--- config.mk ---
export PLATFORM = sky130hd
export DESIGN_NAME = adcseq_top
export DESIGN_NICKNAME = d
export VERILOG_FILES = /design/src/rtl/adcseq_pkg.sv /design/src/rtl/adcseq_cmd.sv /design/src/rtl/adcseq_fsm.sv /design/src/rtl/adcseq_scan_idx.sv /design/src/rtl/adcseq_result.sv /design/src/rtl/adcseq_top.sv
export SDC_FILE = /design/constraint.sdc
export NUM_CORES = 1
export LEC_CHECK = 0
export ABC_CLOCK_PERIOD_IN_PS = 2360
export BUFFER_PORTS_ARGS = -buffer_cell sky130_fd_sc_hd__buf_2
export CAP_MARGIN = 10
export CORE_MARGIN = 5
export CORE_UTILIZATION = 40
export CTS_CLUSTER_SIZE = 16
export DETAILED_ROUTE_END_ITERATION = 8
export PLACE_DENSITY_LB_ADDON = 0.2
export SYNTH_ARGS = -nofsm -noshare
export SYNTH_HDL_FRONTEND = slang
export SYNTH_HIERARCHICAL = 1
export SYNTH_SLANG_ARGS = --single-unit
--- constraint.sdc ---
create_clock -name clk -period 2.36 [get_ports clk]
set_input_delay 0.236 -clock clk [delete_from_list [all_inputs] [get_ports clk]]
set_output_delay 0.236 -clock clk [all_outputs]
set_load 0.005 [all_outputs]
--- src/rtl/adcseq_pkg.sv ---
// Shared types for the scan sequencer.
// Assumes nothing beyond a 2-bit state code seen at the top-level port.
package adcseq_pkg;

    typedef enum logic [1:0] {
        ST_STOP = 2'd0,
        ST_STBY = 2'd1,
        ST_CONV = 2'd2
    } seq_state_e;

    typedef struct packed {
        logic begin_scan;   // standby -> converting
        logic restart;      // abort and go back to index 0
        logic halt;         // abort and go back to standby
    } seq_cmd_t;

endpackage

--- src/rtl/adcseq_cmd.sv ---
// Write decoder: turns the start and group-select write strobes into
// sequencer commands, with halt taking priority over restart.
// Assumes the write strobes are single-cycle.
module adcseq_cmd
    import adcseq_pkg::*;
(
    input  seq_state_e state_i,
    input  logic       en_i,
    input  logic       start_wr_i,
    input  logic       start_val_i,
    input  logic       chsel_wr_i,
    input  logic       hw_trig_i,
    output seq_cmd_t   cmd_o
);

    logic start_set;
    logic start_clr;
    logic converting;
    logic unused_trig;

    // The trigger has no role in this mode; tie it off explicitly.
    assign unused_trig = hw_trig_i;

    // Classify the start write and the current state.
    always_comb begin
        start_set  = start_wr_i && start_val_i;
        start_clr  = start_wr_i && !start_val_i;
        converting = en_i && (state_i == ST_CONV);
    end

    // Build the prioritised command word.
    always_comb begin
        cmd_o.begin_scan = en_i && (state_i == ST_STBY) && start_set;
        cmd_o.halt       = converting && start_clr;
        cmd_o.restart    = converting && !start_clr && (start_set || chsel_wr_i);
    end

endmodule

--- src/rtl/adcseq_fsm.sv ---
// Operating-state register and converter start pulse.
// Accepts a done strobe only while converting, outside the start-pulse
// cycle and when no abort is happening in the same cycle.
module adcseq_fsm
    import adcseq_pkg::*;
(
    input  logic       clk,
    input  logic       rst_n,
    input  logic       en_i,
    input  seq_cmd_t   cmd_i,
    input  logic       conv_done_i,
    output seq_state_e state_o,
    output logic       conv_start_o,
    output logic       accept_o,
    output logic       clear_idx_o
);

    seq_state_e state_q;
    logic       start_q;

    // Decide whether this cycle's done strobe belongs to a live conversion.
    always_comb begin
        accept_o    = en_i && (state_q == ST_CONV) && !start_q && conv_done_i
                      && !cmd_i.restart && !cmd_i.halt;
        clear_idx_o = cmd_i.begin_scan || cmd_i.restart;
    end

    // State transitions between stop, standby and converting.
    always_ff @(posedge clk) begin
        if (!rst_n) begin
            state_q <= ST_STOP;
        end else if (!en_i) begin
            state_q <= ST_STOP;
        end else begin
            case (state_q)
                ST_STOP: state_q <= ST_STBY;
                ST_STBY: if (cmd_i.begin_scan) state_q <= ST_CONV;
                ST_CONV: if (cmd_i.halt) state_q <= ST_STBY;
                default: state_q <= ST_STOP;
            endcase
        end
    end

    // One-cycle start pulse for every new channel conversion.
    always_ff @(posedge clk) begin
        if (!rst_n) begin
            start_q <= 1'b0;
        end else begin
            start_q <= en_i && (cmd_i.begin_scan || cmd_i.restart || accept_o);
        end
    end

    assign state_o      = state_q;
    assign conv_start_o = start_q;

endmodule

--- src/rtl/adcseq_scan_idx.sv ---
// Group register and scan index; forms the channel number {group, index}.
// Assumes SCAN_N is a power of two so that concatenation equals
// group * SCAN_N + index.
module adcseq_scan_idx #(
    parameter int GRP_W  = 1,
    parameter int SCAN_N = 4,
    localparam int IDX_W = (SCAN_N > 1) ? $clog2(SCAN_N) : 1
) (
    input  logic                   clk,
    input  logic                   rst_n,
    input  logic                   chsel_wr_i,
    input  logic [GRP_W-1:0]       chsel_val_i,
    input  logic                   clear_i,
    input  logic                   step_i,
    output logic [GRP_W+IDX_W-1:0] ch_o
);

    localparam logic [IDX_W-1:0] LAST_IDX = IDX_W'(SCAN_N - 1);

    logic [GRP_W-1:0] grp_q;
    logic [IDX_W-1:0] idx_q;

    // Group select register, written at any time.
    always_ff @(posedge clk) begin
        if (!rst_n) begin
            grp_q <= '0;
        end else if (chsel_wr_i) begin
            grp_q <= chsel_val_i;
        end
    end

    // Scan index: cleared on scan start or abort, advanced on each result.
    always_ff @(posedge clk) begin
        if (!rst_n) begin
            idx_q <= '0;
        end else if (clear_i) begin
            idx_q <= '0;
        end else if (step_i) begin
            idx_q <= (idx_q == LAST_IDX) ? '0 : idx_q + 1'b1;
        end
    end

    assign ch_o = {grp_q, idx_q};

endmodule

--- src/rtl/adcseq_result.sv ---
// Result register and end-of-conversion interrupt pulse.
// Assumes conv_data_i is valid in the cycle the done strobe is accepted.
module adcseq_result #(
    parameter int RES_W = 10
) (
    input  logic             clk,
    input  logic             rst_n,
    input  logic             accept_i,
    input  logic [RES_W-1:0] conv_data_i,
    output logic [RES_W-1:0] result_o,
    output logic             irq_o
);

    // Capture the result word of each accepted conversion.
    always_ff @(posedge clk) begin
        if (!rst_n) begin
            result_o <= '0;
        end else if (accept_i) begin
            result_o <= conv_data_i;
        end
    end

    // One interrupt pulse for each stored result.
    always_ff @(posedge clk) begin
        if (!rst_n) begin
            irq_o <= 1'b0;
        end else begin
            irq_o <= accept_i;
        end
    end

endmodule

--- src/rtl/adcseq_top.sv ---
// Scan-mode conversion sequencer: repeats scans over a group of SCAN_N
// adjacent channels, restarting on start or group-select writes.
// Assumes single-cycle write strobes and a core that answers each start
// pulse with one done strobe; the hardware trigger is not used in this mode.
module adcseq_top #(
    parameter int GRP_W  = 1,
    parameter int SCAN_N = 4,
    parameter int RES_W  = 10
) (
    input  logic                               clk,
    input  logic                               rst_n,
    input  logic                               en_i,
    input  logic                               start_wr_i,
    input  logic                               start_val_i,
    input  logic                               chsel_wr_i,
    input  logic [GRP_W-1:0]                   chsel_val_i,
    input  logic                               hw_trig_i,
    input  logic                               conv_done_i,
    input  logic [RES_W-1:0]                   conv_data_i,
    output logic                               conv_start_o,
    output logic [GRP_W+$clog2(SCAN_N)-1:0]    conv_ch_o,
    output logic [RES_W-1:0]                   result_o,
    output logic                               irq_o,
    output logic [1:0]                         state_o
);
    import adcseq_pkg::*;

    seq_state_e state;
    seq_cmd_t   cmd;
    logic       accept;
    logic       clear_idx;

    adcseq_cmd u_cmd (
        .state_i     (state),
        .en_i        (en_i),
        .start_wr_i  (start_wr_i),
        .start_val_i (start_val_i),
        .chsel_wr_i  (chsel_wr_i),
        .hw_trig_i   (hw_trig_i),
        .cmd_o       (cmd)
    );

    adcseq_fsm u_fsm (
        .clk          (clk),
        .rst_n        (rst_n),
        .en_i         (en_i),
        .cmd_i        (cmd),
        .conv_done_i  (conv_done_i),
        .state_o      (state),
        .conv_start_o (conv_start_o),
        .accept_o     (accept),
        .clear_idx_o  (clear_idx)
    );

    adcseq_scan_idx #(
        .GRP_W  (GRP_W),
        .SCAN_N (SCAN_N)
    ) u_idx (
        .clk         (clk),
        .rst_n       (rst_n),
        .chsel_wr_i  (chsel_wr_i),
        .chsel_val_i (chsel_val_i),
        .clear_i     (clear_idx),
        .step_i      (accept),
        .ch_o        (conv_ch_o)
    );

    adcseq_result #(
        .RES_W (RES_W)
    ) u_res (
        .clk         (clk),
        .rst_n       (rst_n),
        .accept_i    (accept),
        .conv_data_i (conv_data_i),
        .result_o    (result_o),
        .irq_o       (irq_o)
    );

    assign state_o = state;

endmodule

Word-level counts from Yosys, hierarchy flattened
Cells that the tools add are included.
{"block": "classes", "add_sub_neg": 1, "n_eq_ne": 5, "muxes": 4, "n_bitwise": 1, "reduce_logical": 25}
{"operator": "$logic_and 1x1->1", "n": 13}
{"operator": "$mux 2", "n": 3}
{"operator": "$pmux 2 s3", "n": 1}
{"operator": "$logic_not 1->1", "n": 5}
{"operator": "$eq 2x2->1 const B", "n": 2}
{"operator": "$ne 2x1->1 const B", "n": 2}
{"operator": "$reduce_and 2->1", "n": 2}
{"operator": "$logic_or 1x1->1", "n": 3}
{"operator": "$add 2x1->2 const B", "n": 1}
{"operator": "$eq 2x1->1 const B", "n": 1}
{"operator": "$logic_not 2->1", "n": 1}
{"operator": "$reduce_or 2->1", "n": 1}
{"operator": "$not 1->1", "n": 1}
{"block": "totals", "ff_bits": 17, "inputBits": 19, "out_inout_bits": 17, "word_cells": 42}

Depth between registers and ports, before layout
Gate-level depths: netlist (run 1).
{"block": "depth", "word_depth": 10, "ltp_mapped": 8, "mapped_depth_nobuf": 7}

Hierarchy
Netlist (run 1), hierarchy kept.
{"mod": "adcseq_result", "instances": 1, "cells_each": 34, "area_per_inst_um2": 405.4, "seq_area_each_um2": 220.2}
{"mod": "adcseq_fsm", "instances": 1, "cells_each": 17, "area_per_inst_um2": 143.9, "seq_area_each_um2": 60.1}
{"mod": "adcseq_scan_idx", "instances": 1, "cells_each": 13, "area_per_inst_um2": 140.1, "seq_area_each_um2": 60.1}
{"mod": "adcseq_cmd", "instances": 1, "cells_each": 6, "area_per_inst_um2": 43.8, "seq_area_each_um2": 0.0}

Worst setup path before layout (run 1)
Ideal clock, no wire load.
{"block": "synth_timing", "kind": "reg2reg", "startpoint": "register u_fsm.state_q[0] (netlist: u_fsm/state_o[0])", "endpoint": "register u_idx.idx_q[0]", "setup_ns": 0.066, "t_arrival_ns": 2.000, "required_time_ns": 2.294, "setup_slack_ns": 0.294, "stages_incl_launch_ff": 7, "path_buffers": 0, "period_less_slack_ns": 2.066, "path_cell_list": "dfxtp_1 > nor4b_1 > nand2b_1 > or4b_4 > nor3b_2 > or3b_1 > a21oi_2"}
{"item": "from (decl)", "line_no": "adcseq_fsm.sv:18", "text": "seq_state_e state_q;"}
{"item": "from (signal assigned)", "line_no": "adcseq_fsm.sv:31", "text": "state_q <= ST_STOP;"}
{"item": "from (signal assigned)", "line_no": "adcseq_fsm.sv:33", "text": "state_q <= ST_STOP;"}
{"item": "from (signal assigned)", "line_no": "adcseq_fsm.sv:36", "text": "ST_STOP: state_q <= ST_STBY;"}
{"item": "to (signal assigned)", "line_no": "adcseq_scan_idx.sv:39", "text": "idx_q <= (idx_q == LAST_IDX) ? '0 : idx_q + 1'b1;"}
{"item": "to (decl)", "line_no": "adcseq_scan_idx.sv:21", "text": "logic [IDX_W-1:0] idx_q;"}

==> results.txt, run 1 <==
The post-synthesis cell type count came out at 22. The longest clock path from root to sink contains 2 buffers. The setup TNS is 0 ps.

Leaving out fill and tap cells, the most frequent cells in the layout are 34 x sky130_fd_sc_hd__buf_2, 17 x sky130_fd_sc_hd__dfxtp_1, 13 x sky130_fd_sc_hd__mux2i_1. In this run, synthesis inferred 0 flip-flops with an integrated enable. The total via count in the routed design is 604. For this run, the detailed router's first-pass iteration total came to 2. The setup slack of the critical path after layout is 174.0 ps.

The worst min-delay path category is input port to flop. The maximum number of pins on one net before global-route repair came out at 15. The summed instance area of the synthesized netlist came out at 733.2 sq um. At the end of routability-driven placement, the weighted congestion stood at 0.6846. The data arrival time of the critical path is 2380 ps. The peak ir drop on the vdd network is 0.2755 mV. The cell type of the slowest stage on the worst timing path is sky130_fd_sc_hd__or4b_4.

Summing all placed instances gives a cell area of 934.6 sq um. The final number of max-transition violations is 0. The initial DRC count is 1.

The number of global-route vias before repair is 602. The initial antenna violation count came out at 0. The delay of the slowest critical-path stage came out at 540 ps. The residual DRC count is 0. The max-cap violation count came out at 0.

The kind of critical path is flop to flop. By area, the combinational part of the netlist is dominated by simple AND/OR/NAND/NOR gates. The I/O pin count is 36. The share of cells above drive strength 1 is 0.4259. For this run, the leading register cell type out of synthesis is sky130_fd_sc_hd__dfxtp_1.

The number of antenna diodes in the final layout is 0. The number of cell instances on the worst register-to-register path is 7. The layout-stage area growth over the synthesis result came out at 31.23%.

For the final database, setup skew stands at 4.851 ps. The clock transition at the registers of the reported paths is 100 ps. After floorplanning, the core was divided into 15 placement rows. The post-synthesis compound-gate area fraction came to 0.03242.

The library cell used most frequently in the layout, excluding fill and tap cells, is sky130_fd_sc_hd__buf_2. The cell depth of the worst min-delay path is 3. The number of hold-slack violations in the final timing report came out at 0. After clock tree synthesis, the flow added hold-fix buffers numbering 0. The critical path goes through nor4b_1, nand2b_1, or4b_4, nor3b_2, buf_4, mux2i_1, nor2b_1. Timing analysis after detailed placement gives a worst setup slack of 180.6 ps.

After detailed routing, the total wire length is 1566 um. The clock buffer count from CTS came out at 3. The count of nets left with antenna violations after detail routing is 0. The worst slew margin relative to its limit came out at 0.7738.

The total number of yosys warnings came out at 6. The total core area is 0.001727 sq mm. The number of vias per cell is 4.541. The width of the die is 52.82 um. The worst setup path is launched from a flop. The synthesized netlist cell count is 70. The slew of the pin with the lowest slew margin came out at 336.6 ps.

The CTS tree is yes. The cell at the root of the clock tree is sky130_fd_sc_hd__clkbuf_4. After layout, the minimum clock period comes to 2186 ps.

The flow ran to the end, and the final reports show no timing, DRC or antenna violations. The post-detailed-placement half-perimeter wirelength came out at 1226 um. The post-route worst hold slack came out at 196.4 ps. After synthesis, the share of cell area in mux cells is 0.1775.

When the netlist entered floorplanning its net count stood at 90. The average cell area after synthesis is 10.47 sq um. The worst setup path is captured at a flop.

Setup repair after global routing left no endpoint under its margin. In the final routed layout, each cell accounts on average for 11.77 um. The number of setup buffers added after CTS is 0.

After synthesis the netlist holds a flip-flop and latch count of 17. The simple-gate share of the synthesized area came out at 0.2679. Setup violations remaining at the end of the flow were counted as 0. The die height is 52.82 um. The post-synthesis share of cell area spent on full adders, half adders and majority gates came out at 0.01706. The die covers 0.002789 sq mm. The leakage component of the power came out at 0.0004320 uW. The maximum clock frequency is 457.5 MHz. The utilization of the core after routing came out at 0.5572. The XOR/XNOR share of the synthesized area came out at 0. The number of levels the H-tree was split into is 1. The required time reported for the critical path endpoint came out at 2550 ps. For this configuration, the core starts out at a cell density of 0.4246. The worst-path maximum fanout came out at 8.

The total routing usage reported by global routing came out at 0.1292. The first-pass GRT wire length is 2580 um. Clock tree synthesis found a total of 17 sinks. In the finished design, the share of the clock period the worst path needs comes to 0.9263. The total overflow reported by the global router is 0. The final layout contains 129 nets. The number of resized instances in the post-cts repair step came out at 0.

The clock latency on the worst-skew pair came out at 290 ps. The count of buffers added on input and output ports is 34. The finished cells cover 962.2 sq um. The fraction of the yosys area taken by sequential cells came out at 0.4642. The async set-or-reset flop fraction in the synthesized netlist came out at 0. The power density normalized to cell area came out at 497.6 mW/mm^2.
==> power breakdown <==
part / internal (uW) / switching, uW / leakage [uW]
Combinational: 18.5 / 13.4 / 0.000277
Clock: 63.0 / 92.5 / 0.0000177
Sequential: 289 / 2.42 / 0.000137
Total: 370 / 108 / 0.000432
==> synthesized netlist by cell type (2+ instances only) <==
| master | instances | area [sq um] |
|---|---|---|
| sky130_fd_sc_hd__dfxtp_1 | 17 | 340.3 |
| sky130_fd_sc_hd__a21oi_1 | 2 | 10.01 |
| sky130_fd_sc_hd__nand2_1 | 3 | 11.26 |
| sky130_fd_sc_hd__nor2_1 | 4 | 15.01 |
| sky130_fd_sc_hd__nor2b_1 | 12 | 75.07 |
| sky130_fd_sc_hd__inv_1 | 2 | 7.510 |
| sky130_fd_sc_hd__mux2i_1 | 13 | 130.1 |
| sky130_fd_sc_hd__nand2b_1 | 3 | 18.77 |
==> metrics by stage <==
| stage | total power [uW] | std cells |
|---|---|---|
| global placement | 328.8 | 129 |
| detailed placement | 329.9 | 129 |
| finish | 478.7 | 133 |
| CTS | 490.4 | 133 |
| floorplan | 310.9 | 70 |
| global route | 506.0 | 133 |
==> area by class of cell <==
cell class / count / area (sq um)
clock buffers: 3 / 22.52
clock inverters: 1 / 5.005
fillers: 187 / 764.5
inverters: 2 / 7.507
multi-input cells: 48 / 362.8
flip-flops and latches: 17 / 340.3
well taps: 25 / 31.28
repair buffers: 37 / 192.7
==> state kept, by name, summed over array words and instances, names as in the netlist <==
name                cells
u_fsm/conv_start_o      1
u_idx/idx_q             2
u_res/result_o         10
u_idx/grp_q             1
u_fsm/state_o           2
u_res/irq_o             1
==> routing by layer <==
| layer | vias to the layer above | routed length, um | global-route usage |
|---|---|---|---|
| met2 | 18 | 780 | 0.2087 |
| met3 | 2 | 94 | 0.03704 |
| met4 | 0 | 17 | 0.07660 |
| li1 | 313 | - | - |
| met5 | - | 0 | 0 |
| met1 | 271 | 675 | 0.1492 |
==> path summary, 6_finish.rpt <==
check	slack (ps)	start	to
max	170	u_fsm/state_o[0]	u_res/result_o[0]
min	200	conv_data_i[8]	u_res/result_o[8]
max reg2reg	170	u_fsm/state_o[0]	u_res/result_o[0]
min reg2reg	520	u_idx/idx_q[0]	u_idx/idx_q[0]
==> logic make-up after synthesis <==
group,Yosys count
and+or+nand+nor,30
DFF,17
muxes,13
buffers and inverters,5
AOI/OAI and AO/OA,4
adders and majority gates,1
==> critical path: cells and delay by family, from the launching register on <==
kind	cells	cell delay (ps)
mux	1	200
buf+inv	1	220
flops	1	460
simple gates	5	1210
Note: power is estimated with default switching activity, not from simulation.
==> inputs of run 2 (changes only) <==
--- a/config.mk
+++ b/config.mk
@@ -13,6 +13,7 @@
 export CTS_CLUSTER_SIZE = 16
 export DETAILED_ROUTE_END_ITERATION = 8
 export PLACE_DENSITY_LB_ADDON = 0.2
+export REMOVE_ABC_BUFFERS = 1
 export SYNTH_ARGS = -nofsm -noshare
 export SYNTH_HDL_FRONTEND = slang
 export SYNTH_HIERARCHICAL = 1
==> results.txt, run 2 (same netlist as run 1, synthesis figures left out) <==
The flow ran to the end, and the final reports show no timing, DRC or antenna violations. The CTS tree is yes. The number of levels the H-tree was split into is 1 (unchanged).

The final non-filler cell total is 132 (-0.75%). The number of antenna diodes is 0 (unchanged). CTS placed an instance of sky130_fd_sc_hd__clkbuf_4 at the clock tree root.

The buffer levels on the longest clock path is 2 (unchanged). The worst setup path is of the flop to flop kind. The number of cell instances on the worst register-to-register path came out at 7 (unchanged).

The worst min-delay path category is input port to flop. The leakage component of the power came out at 0.0004238 uW (-1.9%). The commonest non-fill, non-tap cell in the layout is sky130_fd_sc_hd__buf_2.

The number of nets in the layout came to 128 (-0.78%). The cell area reported after detailed placement is 927.1 sq um (-0.80%). The worst register-to-register path ends at u_idx/idx_q[1]. The total routing usage reported by global routing is 0.1149 (-0.01429). The number of resized instances in the post-cts repair step is 0 (unchanged). The final number of max-transition violations is 0 (unchanged).

The max-cap violation count came out at 0 (unchanged). The clock latency on the worst-skew pair is 280 ps (about the same). The number of search-and-repair iterations in the first detailed-routing pass came out at 4 (+2). STA classifies the critical path endpoint as a flop.

The power density normalized to cell area is 498.8 mW/mm^2 (+0.25%). The post-detailed-placement half-perimeter wirelength is 1083 um (-12%). The cell depth of the worst min-delay path was 3 (unchanged). The first-pass GRT wire length came to 2366 um (-8.3%). The sequential fraction of design power came out at 0.612 (+0.004).

The total core area came out at 0.001727 sq mm (unchanged). The slew of the pin with the lowest slew margin came to 337.2 ps (+0.5767 ps). The number of global-route vias before repair is 556 (-7.6%). The hold path endpoint is u_res/result_o[8]. The initial DRC count was 12 (+11). The internal power component came out at 372.8 uW (+0.67%). The count of hold buffers inserted by post-cts repair came out at 0 (unchanged). The sum of internal, switching and leakage power came out at 475.6 uW (-0.66%). The finished layout cell area came to 953.4 sq um (-0.91%). The fraction of power consumed by combinational cells came to 0.066 (about the same). The share of cells above drive strength 1 came out at 0.4112 (-0.01471). The required time reported for the critical path endpoint is 2540 ps (about the same). The total setup violations reported at the end of the flow came out at 0 (unchanged).

The width of the die is 52.82 um (unchanged). The die height came out at 52.82 um (unchanged). The I/O pin count came out at 36 (unchanged). The clock network fraction of total power was 0.322 (-0.003).

The count of nets left with antenna violations after detail routing is 0 (unchanged). The worst register-to-register path begins at u_fsm/state_o[0]. The worst setup path is launched from a flop.

The total overflow reported by the global router came out at 0 (unchanged). Setup repair after global routing left no endpoint under its margin. The data arrival time of the critical path is 2310 ps (-70 ps). The number of hold-slack violations in the final timing report is 0 (unchanged). The count of placed standard cells including taps is 128 (-0.78%).

The worst slew margin relative to its limit came to 0.7735 (about the same). The clock transition at the registers of the reported paths is 100 ps (about the same). The library cells used most frequently in the layout, excluding fill and tap cells, are 34 x sky130_fd_sc_hd__buf_2, 17 x sky130_fd_sc_hd__dfxtp_1, 13 x sky130_fd_sc_hd__mux2i_1. The area of the die came out at 0.002789 sq mm (unchanged).

The total via count in the routed design is 606 (+0.33%). Counting flops per register, the top entry is u_res/result_o. The initial antenna violation count is 0 (unchanged). The critical hold path startpoint is conv_data_i[8]. The clock buffer count from CTS is 3 (unchanged). The minimum clock period after layout is 2130 ps (-56.38 ps).

The layout-stage area growth over the synthesis result is 30.03%. The post-CTS setup buffer count is 0 (unchanged). The initial core utilization came to 0.4246 (unchanged). The fraction of power spent switching nets came out at 0.2161 (-0.01031). The register-to-register setup slack came to 230 ps (+60 ps). The standard-cell row count was 15 (unchanged).

The residual DRC count came to 0 (unchanged). The maximum number of pins on one net before global-route repair is 15 (unchanged). In this run the worst setup path begins at u_fsm/state_o[0].

The total wirelength of the detailed-routed design came out at 1429 um (-8.7%). The maximum clock frequency is 469.6 MHz (+2.6%). The final weighted congestion of routability-driven global placement is 0.7881 (+15%).

The peak ir drop on the vdd network is 0.2498 mV (-9.3%). The part of the cycle the worst path needs is 0.9024 (-0.02389). The number of buffer cells added on primary ports is 34 (unchanged). The routed length per instance came out at 10.83 um (-8.1%).

The worst-path maximum fanout is 8 (unchanged). The number of flip-flops in the largest register is 10 (unchanged). The maximum clock skew at final layout came out at 6.437 ps (+1.586 ps).

The number of vias per cell is 4.591 (+1.1%). The number of clock sinks came to 17 (unchanged). The switching power came out at 102.8 uW (-5.2%).
run 2: power by group through the flow:
stage	combinational, uW	clock (uW)	sequential [uW]
6_report	31.6	153	291
5_1_grt	35.4	172	291
4_1_cts	31.8	163	291
3_5_place_dp	31.6	0	298
3_3_place_gp	30.9	0	298
2_1_floorplan	10.6	0	298
run 2: per-layer routing:
layer | track usage | part of all wire | vias up
met5 | 0 | 0 | -
met4 | 0.06383 | 0.0063 | 0
met3 | 0.03419 | 0.087 | 2
met2 | 0.1694 | 0.45 | 21
met1 | 0.1470 | 0.45 | 276
li1 | - | - | 307
run 2: area by class of cell:
class	instances	area, sq um
flip-flops and latches	17	340.3
well taps	25	31.28
inverters	2	7.507
multi-input cells	48	362.8
repair buffers	36	185.2
fillers	179	773.2
clock buffers	4	26.28
run 2: worst max-delay path by stage:
stage	endpoint	slack (ps)	cells past startpoint
final	u_idx/idx_q[1]	230	7
after global routing	u_res/result_o[7]	80	7
after CTS	u_idx/idx_q[1]	230	7
after detailed placement	u_res/result_o[2]	250	7
after global placement	u_res/result_o[0]	260	7
after floorplan	u_idx/idx_q[0]	-180	6
run 2: critical path, stage by stage (launching register included):
cell	delay, ps
sky130_fd_sc_hd__dfxtp_1	460
sky130_fd_sc_hd__nor4b_1	90
sky130_fd_sc_hd__nand2b_1	200
sky130_fd_sc_hd__or4b_4	540
sky130_fd_sc_hd__nor3b_2	270
sky130_fd_sc_hd__buf_4	220
sky130_fd_sc_hd__mux2i_1	200
sky130_fd_sc_hd__nor2_1	60
run 2: metrics by stage:
stage,worst slack (ps),setup TNS [ps],hold slack (ps),utilization
global route,82.41,0,200.5,0.5522
floorplan,-180.5,-218.5,364.2,-
detailed placement,253.6,0,501.0,0.5370
global placement,264.5,0,490.1,0.5370
CTS,229.5,0,194.4,0.5522
finish,230.4,0,206.2,0.5522
==> inputs of run 3 (changes only) <==
--- a/config.mk
+++ b/config.mk
@@ -9,7 +9,7 @@
 export BUFFER_PORTS_ARGS = -buffer_cell sky130_fd_sc_hd__buf_2
 export CAP_MARGIN = 10
 export CORE_MARGIN = 5
-export CORE_UTILIZATION = 40
+export CORE_UTILIZATION = 24
 export CTS_CLUSTER_SIZE = 16
 export DETAILED_ROUTE_END_ITERATION = 8
 export PLACE_DENSITY_LB_ADDON = 0.2
==> results.txt, run 3 (same netlist as run 1, synthesis figures left out) <==
The finished layout cell area came out at 964.7 sq um (+1.2%). The number of resized instances in the post-cts repair step came to 0 (unchanged). The total wirelength of the detailed-routed design is 1516 um (+6.1%). Ranked by flip-flop count, first place goes to u_res/result_o. The number of antenna diodes came to 0 (unchanged).

The count of nets left with antenna violations after detail routing came out at 0 (unchanged). The leakage component of the power came to 0.0004266 uW (+0.64%). The required time reported for the critical path endpoint is 2540 ps (about the same). The data arrival time of the critical path is 2330 ps (+20 ps). The number of nets in the layout came out at 128 (unchanged). The register-to-register setup slack is 210 ps (-20 ps). The residual DRC count is 0 (unchanged). The count of hold buffers inserted by post-cts repair is 0 (unchanged). The total via count in the routed design came to 606 (unchanged).

The number of buffer cells added on primary ports is 34 (unchanged). The maximum clock skew at final layout is 10.10 ps (+3.658 ps). The total routing usage reported by global routing is 0.07844 (-0.03647). The width of the die is 65.27 um (+24%).

Walking the worst path, the cells encountered are nor4b_1, nand2b_1, or4b_4, nor3b_2, buf_4, mux2i_1, nor2b_1. The number of global-route vias before repair came out at 625 (+12%). The number of hold-slack violations in the final timing report is 0 (unchanged). The sort of element at the end of the critical path is a flop. The number of clock sinks is 17 (unchanged). The number of levels the H-tree was split into is 1 (unchanged). The post-CTS setup buffer count came out at 0 (unchanged). The maximum clock frequency came out at 464.3 MHz (-1.1%).

The routed length per instance is 10.83 um (about the same). The buffer levels on the longest clock path came out at 2 (unchanged). The minimum clock period after layout is 2154 ps (+23.97 ps).

The peak ir drop on the vdd network came out at 0.2586 mV (+3.6%). The total overflow reported by the global router came out at 0 (unchanged). The total setup violations reported at the end of the flow is 0 (unchanged). The post-detailed-placement half-perimeter wirelength came out at 1193 um (+10%). The worst-path maximum fanout is 10 (+2). The maximum number of pins on one net before global-route repair came out at 15 (unchanged).

The number of vias per cell came out at 4.329 (-5.7%). The first-pass GRT wire length is 2628 um (+11%). The initial antenna violation count is 0 (unchanged). The share of cells above drive strength 1 came out at 0.4206 (+0.009346). The worst setup path is launched from a flop. The delay of the slowest critical-path stage came out at 540 ps (about the same). The part of the cycle the worst path needs was 0.9125 (+0.01016). For this design, the slowest cell found on the critical path is sky130_fd_sc_hd__or4b_4. The post-route worst hold slack came out at 195.6 ps (-10.64 ps).

The clock buffer count from CTS came out at 3 (unchanged). Setup repair after global routing left no endpoint under its margin. The worst min-delay path category is input port to flop. The total core area came out at 0.003003 sq mm (+74%). The setup TNS came to 0 ps (unchanged).

The I/O pin count came out at 36 (unchanged). TritonCTS built the clock tree. The cell at the root of the clock tree is sky130_fd_sc_hd__clkbuf_4.

The number of search-and-repair iterations in the first detailed-routing pass is 2 (-2). The kind of critical path is flop to flop. The initial DRC count came to 27 (+15). The worst slew margin relative to its limit came out at 0.7771 (+0.003656).

The final number of max-transition violations was 0 (unchanged). The clock transition at the registers of the reported paths came out at 100 ps (about the same). The cell area reported after detailed placement was 937.1 sq um (+1.1%). The area of the die came out at 0.004260 sq mm (+53%). The clock latency on the worst-skew pair is 290 ps (about the same).

The top cell types in the final layout, fill and taps aside, are 34 x sky130_fd_sc_hd__buf_2, 17 x sky130_fd_sc_hd__dfxtp_1, 13 x sky130_fd_sc_hd__mux2i_1. The power density normalized to cell area came out at 490.5 mW/mm^2 (-1.7%). The final weighted congestion of routability-driven global placement is 0.6972 (-12%). Leaving out fill and tap cells, the most frequent cell in the layout is sky130_fd_sc_hd__buf_2. The die height was 65.27 um (+24%). The initial core utilization came to 0.2442 (-0.1805). The number of flip-flops in the largest register came out at 10 (unchanged). The layout-stage area growth over the synthesis result is 31.57%. The slew of the pin with the lowest slew margin is 331.8 ps (-5.442 ps). The run finished with clean final reports. The max-cap violation count came out at 0 (unchanged).

The standard-cell row count is 20 (+5).
-- run 3: per-layer routing --
metal  global-route usage  share of wire  vias up
met5                    0              0        -
met4              0.03886              0        0
met3              0.03419           0.12        0
met2               0.1201           0.43       25
met1              0.09290           0.44      272
li1                     -              -      309
-- run 3: area by class of cell --
cell class              count  area [sq um]
flip-flops and latches     17         340.3
well taps                  33         41.29
clock inverters             1         5.005
multi-input cells          48         362.8
inverters                   2         7.507
fillers                   331          2038
clock buffers               3         22.52
repair buffers             36         185.2
-- run 3: final timing paths --
path / startpoint / endpoint / depth (start not counted)
min reg2reg: u_idx/idx_q[0] / u_idx/idx_q[0] / 2
max reg2reg: u_fsm/state_o[0] / u_res/result_o[1] / 7
min: conv_data_i[8] / u_res/result_o[8] / 3
max: u_fsm/state_o[0] / u_res/result_o[1] / 7
-- run 3: report_power, final --
group | switching, uW | total (uW) | internal [uW]
Clock | 87.8 | 151 | 62.9
Sequential | 2.18 | 291 | 289
Combinational | 12.9 | 31.4 | 18.5
-- run 3: per-stage QoR --
stage	setup WS [ps]	utilization	power [uW]	std cells
after floorplan	-180.5	-	308.2	67
after global placement	240.1	0.3121	329.0	136
after detailed placement	197.3	0.3121	329.7	136
after CTS	180.1	0.3213	489.5	140
after global routing	2.267	0.3213	502.6	140
final	206.4	0.3213	473.1	140
-- run 3: critical path, delay by kind of cell, from the launching register on --
kind,cells,cell delay (ps)
simple gates,5,1150
flops,1,450
buf+inv,1,250
mux,1,200
